<file path="src/rtl/tos_pkg.sv">
package tos_pkg;
  localparam int SEL_W = 3;
  localparam int CFG_W = SEL_W + 1;
  localparam logic [CFG_W-1:0] CFG_RST = '1;

  typedef enum logic [SEL_W-1:0] {
    SEL_OFF = 3'b000,
    SEL_PWM = 3'b001,
    SEL_SER = 3'b010,
    SEL_MAN = 3'b011,
    SEL_BPH = 3'b100,
    SEL_BRS = 3'b101,
    SEL_BRT = 3'b110,
    SEL_TGL = 3'b111
  } sel_e;
endpackage

</file>
<file path="src/rtl/tos_rst_sync.sv">
module tos_rst_sync #(
  parameter int STAGES = 2
) (
  input  logic clk,
  input  logic rst_n,
  output logic rst_n_s
);
  logic [STAGES-1:0] sh_q;

  always_ff @(posedge clk or negedge rst_n) begin
    if (!rst_n) sh_q <= '0;
    else        sh_q <= {sh_q[STAGES-2:0], 1'b1};
  end

  assign rst_n_s = sh_q[STAGES-1];
endmodule

</file>
<file path="src/rtl/tos_cfg_reg.sv">
module tos_cfg_reg
  import tos_pkg::*;
(
  input  logic             clk,
  input  logic             rst_n,
  input  logic             we,
  input  logic [CFG_W-1:0] wdata,
  output sel_e             sel
);
  logic [CFG_W-1:0] cfg_q, cfg_d;

  always_comb begin
    cfg_d = cfg_q;
    if (we) cfg_d = wdata;
  end

  always_ff @(posedge clk or negedge rst_n) begin
    if (!rst_n) cfg_q <= CFG_RST;
    else        cfg_q <= cfg_d;
  end

  assign sel = sel_e'(cfg_q[SEL_W-1:0]);
endmodule

</file>
<file path="src/rtl/tos_tflop.sv">
module tos_tflop (
  input  logic clk,
  input  logic rst_n,
  input  logic cmp_hit,
  input  logic we,
  input  logic preset_val,
  input  logic tmr_run,
  output logic tff
);
  logic tff_q, tff_d, preset_ok;

  assign preset_ok = we & ~tmr_run;

  always_comb begin
    tff_d = tff_q;
    if (preset_ok)    tff_d = preset_val;
    else if (cmp_hit) tff_d = ~tff_q;
  end

  always_ff @(posedge clk or negedge rst_n) begin
    if (!rst_n) tff_q <= 1'b0;
    else        tff_q <= tff_d;
  end

  assign tff = tff_q;

  a_r3_preset_lands: assert property (@(posedge clk) disable iff (!rst_n)
    (we && !tmr_run) |=> (tff == $past(preset_val)));
  a_r4_preset_blocked: assert property (@(posedge clk) disable iff (!rst_n)
    (we && tmr_run && !cmp_hit) |=> $stable(tff));
  a_r2_toggle: assert property (@(posedge clk) disable iff (!rst_n)
    (cmp_hit && !(we && !tmr_run)) |=> (tff != $past(tff)));
endmodule

</file>
<file path="src/rtl/tos_coder.sv">
module tos_coder (
  input  logic clk,
  input  logic rst_n,
  input  logic cmp_hit,
  input  logic ser_bit,
  output logic man_o,
  output logic bph_o
);
  logic ph_q, ph_d;
  logic dat_q, dat_d;
  logic bp_q, bp_d;
  logic edge_bit, edge_mid;

  assign edge_bit = cmp_hit & ph_q;
  assign edge_mid = cmp_hit & ~ph_q;

  always_comb begin
    ph_d  = ph_q;
    dat_d = dat_q;
    bp_d  = bp_q;
    if (cmp_hit) ph_d = ~ph_q;
    if (edge_bit) begin
      dat_d = ser_bit;
      bp_d  = ~bp_q;
    end else if (edge_mid && dat_q) begin
      bp_d  = ~bp_q;
    end
  end

  always_ff @(posedge clk or negedge rst_n) begin
    if (!rst_n) begin
      ph_q  <= 1'b0;
      dat_q <= 1'b0;
      bp_q  <= 1'b0;
    end else begin
      ph_q  <= ph_d;
      dat_q <= dat_d;
      bp_q  <= bp_d;
    end
  end

  assign man_o = dat_q ^ ph_q;
  assign bph_o = bp_q;

  a_r10_capture: assert property (@(posedge clk) disable iff (!rst_n)
    (cmp_hit && ph_q) |=> (!ph_q && dat_q == $past(ser_bit)));
  a_r11_boundary_flip: assert property (@(posedge clk) disable iff (!rst_n)
    (cmp_hit && ph_q) |=> (bph_o != $past(bph_o)));
  a_r11_idle_hold: assert property (@(posedge clk) disable iff (!rst_n)
    !cmp_hit |=> ($stable(bph_o) && $stable(man_o)));
endmodule

</file>
<file path="src/rtl/tmr_out_sel.sv">
module tmr_out_sel
  import tos_pkg::*;
(
  input  logic             clk,
  input  logic             rst_n,
  input  logic             cmp_hit,
  input  logic             burst_in,
  input  logic             ser_bit,
  input  logic             pwm_in,
  input  logic             tmr_run,
  input  logic             cfg_we,
  input  logic [CFG_W-1:0] cfg_wdata,
  output logic             pin_out
);
  logic rst_n_s;
  sel_e sel;
  logic tff, man, bph;
  logic pin_d, pin_q;

  tos_rst_sync #(.STAGES(2)) u_rst (
    .clk(clk), .rst_n(rst_n), .rst_n_s(rst_n_s)
  );

  tos_cfg_reg u_cfg (
    .clk(clk), .rst_n(rst_n_s), .we(cfg_we), .wdata(cfg_wdata), .sel(sel)
  );

  tos_tflop u_tff (
    .clk(clk), .rst_n(rst_n_s), .cmp_hit(cmp_hit), .we(cfg_we),
    .preset_val(cfg_wdata[CFG_W-1]), .tmr_run(tmr_run), .tff(tff)
  );

  tos_coder u_cod (
    .clk(clk), .rst_n(rst_n_s), .cmp_hit(cmp_hit), .ser_bit(ser_bit),
    .man_o(man), .bph_o(bph)
  );

  always_comb begin
    case (sel)
      SEL_TGL: pin_d = tff;
      SEL_BRT: pin_d = burst_in & tff;
      SEL_BRS: pin_d = burst_in & ser_bit;
      SEL_BPH: pin_d = bph;
      SEL_MAN: pin_d = man;
      SEL_SER: pin_d = ser_bit;
      SEL_PWM: pin_d = pwm_in;
      default: pin_d = 1'b0;
    endcase
  end

  always_ff @(posedge clk or negedge rst_n_s) begin
    if (!rst_n_s) pin_q <= 1'b0;
    else          pin_q <= pin_d;
  end

  assign pin_out = pin_q;

  a_r9_reserved_low: assert property (@(posedge clk) disable iff (!rst_n_s)
    (sel == SEL_OFF) |=> !pin_out);
  a_r7_pass: assert property (@(posedge clk) disable iff (!rst_n_s)
    (sel == SEL_SER) |=> (pin_out == $past(ser_bit)));
  a_r8_pwm: assert property (@(posedge clk) disable iff (!rst_n_s)
    (sel == SEL_PWM) |=> (pin_out == $past(pwm_in)));
endmodule

</file>
<file path="config.mk">
export PLATFORM = sky130hd
export DESIGN_NAME = tmr_out_sel
export DESIGN_NICKNAME = d
export VERILOG_FILES = /design/src/rtl/tos_pkg.sv /design/src/rtl/tos_rst_sync.sv /design/src/rtl/tos_cfg_reg.sv /design/src/rtl/tos_tflop.sv /design/src/rtl/tos_coder.sv /design/src/rtl/tmr_out_sel.sv
export SDC_FILE = /design/constraint.sdc
export NUM_CORES = 1
export LEC_CHECK = 0
export BUFFER_PORTS_ARGS = -buffer_cell sky130_fd_sc_hd__buf_2
export CAP_MARGIN = 30
export CORE_MARGIN = 4
export CORE_UTILIZATION = 30
export DETAILED_ROUTE_END_ITERATION = 8
export GPL_TIMING_DRIVEN = 1
export PLACE_DENSITY_LB_ADDON = 0.25
export SETUP_SLACK_MARGIN = 0.05
export SLEW_MARGIN = 20
export SYNTH_ARGS = -nofsm -noshare
export SYNTH_HDL_FRONTEND = slang
export SYNTH_HIERARCHICAL = 1
export SYNTH_SLANG_ARGS = --single-unit
</file>
<file path="constraint.sdc">
create_clock -name clk -period 0.9 [get_ports clk]
set_input_delay 0.09 -clock clk [delete_from_list [all_inputs] [get_ports clk]]
set_output_delay 0.09 -clock clk [all_outputs]
set_load 0.01 [all_outputs]
</file>
==> impl_metrics.py <==
metrics = {
    "placement": {
        "place.detailed.hpwl_um": 683.8,
        "placement.io_buffers": 12,
        "gp_congestion": 0.6729,
        "placement.setup.worst_slack_ns": -0.1722,
        "numPlacedInstances": 63,
    },
    "worst_hold_path": {
        "hold_class": "input pin to register",
        "worst_hold_path.num_cells": 2,
    },
    "worst_setup_path": {
        "reg2reg_from": "u_cfg/cfg_q[1]",
        "path_max_fanout": 2,
        "worst_ep_required_time_ns": 1.04,
        "critical-path-slowest-cell": "sky130_fd_sc_hd__dfstp_2",
        "crit_type": "register to register",
        "timing.rr.end": "pin_out",
        "max_stage_delay_ns": 0.53,
        "worst_path_dominant_cell_family": "flip-flops",
        "setup.worst_path.start_class": "register",
        "arrival_ns": 1.22,
        "crit_path_end": "pin_out",
        "critical_path_endpoint_category": "register",
        "cp-startpoint": "u_cfg/cfg_q[1]",
        "critical_path.cell_chain": "mux2i_1 > a21oi_1 > o22a_2",
        "critPathBufInv": 0,
        "path_depth": 3,
        "reg2reg_depth": 3,
        "setup.reg_to_reg.worst_slack_ns": -0.18,
    },
    "power": {
        "p_sw_share_pct": 27.83,
        "ir_drop_v": 0.0007436,
        "cellLeakagePower_nw": 0.2800,
        "p_int_w": 0.001016,
        "p_sw_w": 0.0003918,
        "share_clk_of_total_power_pct": 22.0,
        "share_seq_of_total_power_pct": 47.1,
        "fin_total_pwr_w": 0.001408,
        "combinationalPowerShare_pct": 30.9,
        "p_per_area_nw_per_um2": 2394,
    },
    "drt": {
        "met3_wirelength_um": 69,
        "drt-met1-wl_um": 325,
        "detail_route.vias_per_cell": 4.544,
        "route.detailed.drc": 0,
        "num_vias": 309,
        "drt_pre_antenna_iters": 2,
        "routed-wl-met2_um": 410,
        "drtIter0Drc": 2,
        "route.final.wire_length_um": 807,
        "detail_route.wl_per_cell_um": 11.87,
        "maxUsedRoutingLayer": "met4",
        "drtAntennaViolNets": 0,
    },
    "synth": {
        "syn-num-nets": 44,
        "synth_seq_cells": 10,
        "post_synth_instance_area_um2": 439.2,
        "syn-mean-instance-area_um2": 13.72,
        "yosysUniqueCellTypes": 17,
        "syn_inst": 32,
        "synth_warnings": 6,
        "seq_area_frac_synth_pct": 57.83,
    },
    "global_route": {
        "first_global_vias": 372,
        "grtUsageTotal_pct": 9.880,
        "grt_remaining_overflow": 0,
        "grt_antenna_before_repair": 0,
        "grt_start_max_net_pins": 9,
        "grt_pass1_wl_um": 1421,
    },
    "clock_tree": {
        "h-tree-depth": 1,
        "clk_path_buf_depth": 2,
        "worst_skew_pair.late_latency_ns": 0.26,
        "cts_inserted_buffers": 3,
        "cts_tree": "built",
        "clock_sink_count": 10,
        "cts-root-buf": "sky130_fd_sc_hd__clkbuf_4",
        "clkSlewWorstSetupHoldPaths_ns": 0.06,
    },
    "final_layout": {
        "mostFrequentLayoutCells": "sky130_fd_sc_hd__buf_2, sky130_fd_sc_hd__dfrtp_1, sky130_fd_sc_hd__buf_4",
        "final.fill_count": 129,
        "fin_nets": 66,
        "drive_gt1_share_pct": 58.49,
        "stdcell_count": 68,
        "total_inserted_antenna_cells": 0,
        "area_growth_pct": 33.90,
        "layout_commonest_cell": "sky130_fd_sc_hd__buf_2",
    },
    "job": {
        "max_cap_violations": 0,
    },
    "timing": {
        "worst_hold_slack_ns": 0.05812,
        "timing.final.max_slew_violations": 0,
        "pnr_worst_setup_slack_ns": -0.1783,
        "final-setup-viol-count": 2,
        "setup_clock_skew_after_layout_ns": 0.008124,
        "final_hold_violating_endpoints": 0,
        "clock.fmax_mhz": 927.4,
        "rsz_0062_raised_after_global_routing": "yes",
        "final.min_clock_period_ns": 1.078,
        "finalSetupTns_ns": -0.3076,
        "final.period_utilization_pct": 119.8,
    },
    "floorplan": {
        "design.core.area_um2": 1334,
        "floorplan.initialDensity_pct": 32.93,
        "ioPinCount": 13,
        "die_height_um": 46.26,
        "dieWidth_um": 46.26,
        "floorplan.rows": 13,
        "floorplan.die_area_um2": 2140,
    },
    "run_status": {
        "run_status": "finished, violations left",
        "failed_checks": "negative setup slack",
    },
}
## flip-flops by register name, summed over array words and instances, names as in the netlist
| signal | flops |
|---|---|
| u_cod/dat_q | 1 |
| u_cod/bph_o | 1 |
| u_tff/tff | 1 |
| u_rst/sh_q | 2 |
| u_cfg/cfg_q | 3 |
| pin_out | 1 |
| u_cod/ph_q | 1 |
## worst reg2reg max path, cell delays in order, from the launching register on
cell and delay (ns):
sky130_fd_sc_hd__dfstp_2 0.53, sky130_fd_sc_hd__mux2i_1 0.17, sky130_fd_sc_hd__a21oi_1 0.08, sky130_fd_sc_hd__o22a_2 0.18
## synth_stat cells (all sizes together)
cell type | count | area share (%)
nand3 | 1 | 1.1
mux2 | 5 | 15
a21oi | 3 | 3.4
xor2 | 3 | 6.0
xnor2 | 1 | 2.0
o211ai | 1 | 1.7
nand2b | 2 | 4.6
mux2i | 1 | 2.3
nand2 | 2 | 2.3
o21ai | 1 | 1.1
o22a | 1 | 2.3
conb | 1 | 0.85
dfstp | 3 | 18
dfrtp | 7 | 40
## power by group through the flow
| stage | clock network [W] | logic, W | registers [W] |
|---|---|---|---|
| floorplan | 0 | 0.000230 | 0.000675 |
| global placement | 0 | 0.000404 | 0.000659 |
| detailed placement | 0 | 0.000419 | 0.000676 |
| CTS | 0.000331 | 0.000443 | 0.000668 |
| global route | 0.000338 | 0.000486 | 0.000681 |
| finish | 0.000309 | 0.000435 | 0.000664 |
## per-layer routing
layer | track usage (%) | vias up
met4 | 10.23 | 0
met5 | 0 | -
met3 | 3.516 | 2
met1 | 10.14 | 147
met2 | 14.84 | 9
li1 | - | 151
## per-stage QoR
step,util [%],area [um^2]
floorplan,-,439.2
global placement,41.09,548.0
detailed placement,41.09,548.0
CTS,44.09,588.1
global route,44.09,588.1
finish,44.09,588.1
## kinds of logic after synthesis
logic type,count (synthesis),share of synthesized area [%]
flip-flops,10,57.84
AO/OA/AOI/OAI,6,8.546
multiplexers,6,16.81
AND/OR/NAND/NOR,5,7.976
XOR/XNOR,4,7.979
other,1,0.8539
## how the worst min path moves through the flow
stage                         end          from  slack (ns)
floorplan           u_rst/sh_q[0]         rst_n       -0.21
global placement    u_rst/sh_q[0]         rst_n       -0.12
detailed placement  u_rst/sh_q[1]         rst_n       -0.12
CTS                     u_tff/tff  cfg_wdata[3]        0.04
global route            u_tff/tff  cfg_wdata[3]        0.06
finish                  u_tff/tff  cfg_wdata[3]        0.06
## final cells by class
| type | instances | area [um^2] | share of cell area (%) |
|---|---|---|---|
| Clock buffer | 4 | 26.28 | 4.468 |
| Sequential cell | 10 | 254.0 | 43.19 |
| Timing Repair Buffer | 17 | 100.1 | 17.02 |
| Tap cell | 15 | 18.77 | 3.191 |
| Multi-Input combinational cell | 22 | 188.9 | 32.13 |
## what timing repair did
item	4_1_cts	5_1_grt
setup buffers	0	0
pin swaps	0	3
cloned	0	0
hold buffers	1	0
gates resized for setup	2	0
setup endpoints to repair	6	6
hold endpoints to repair	2	0
No activity file was read; power rests on OpenSTA's default activity.
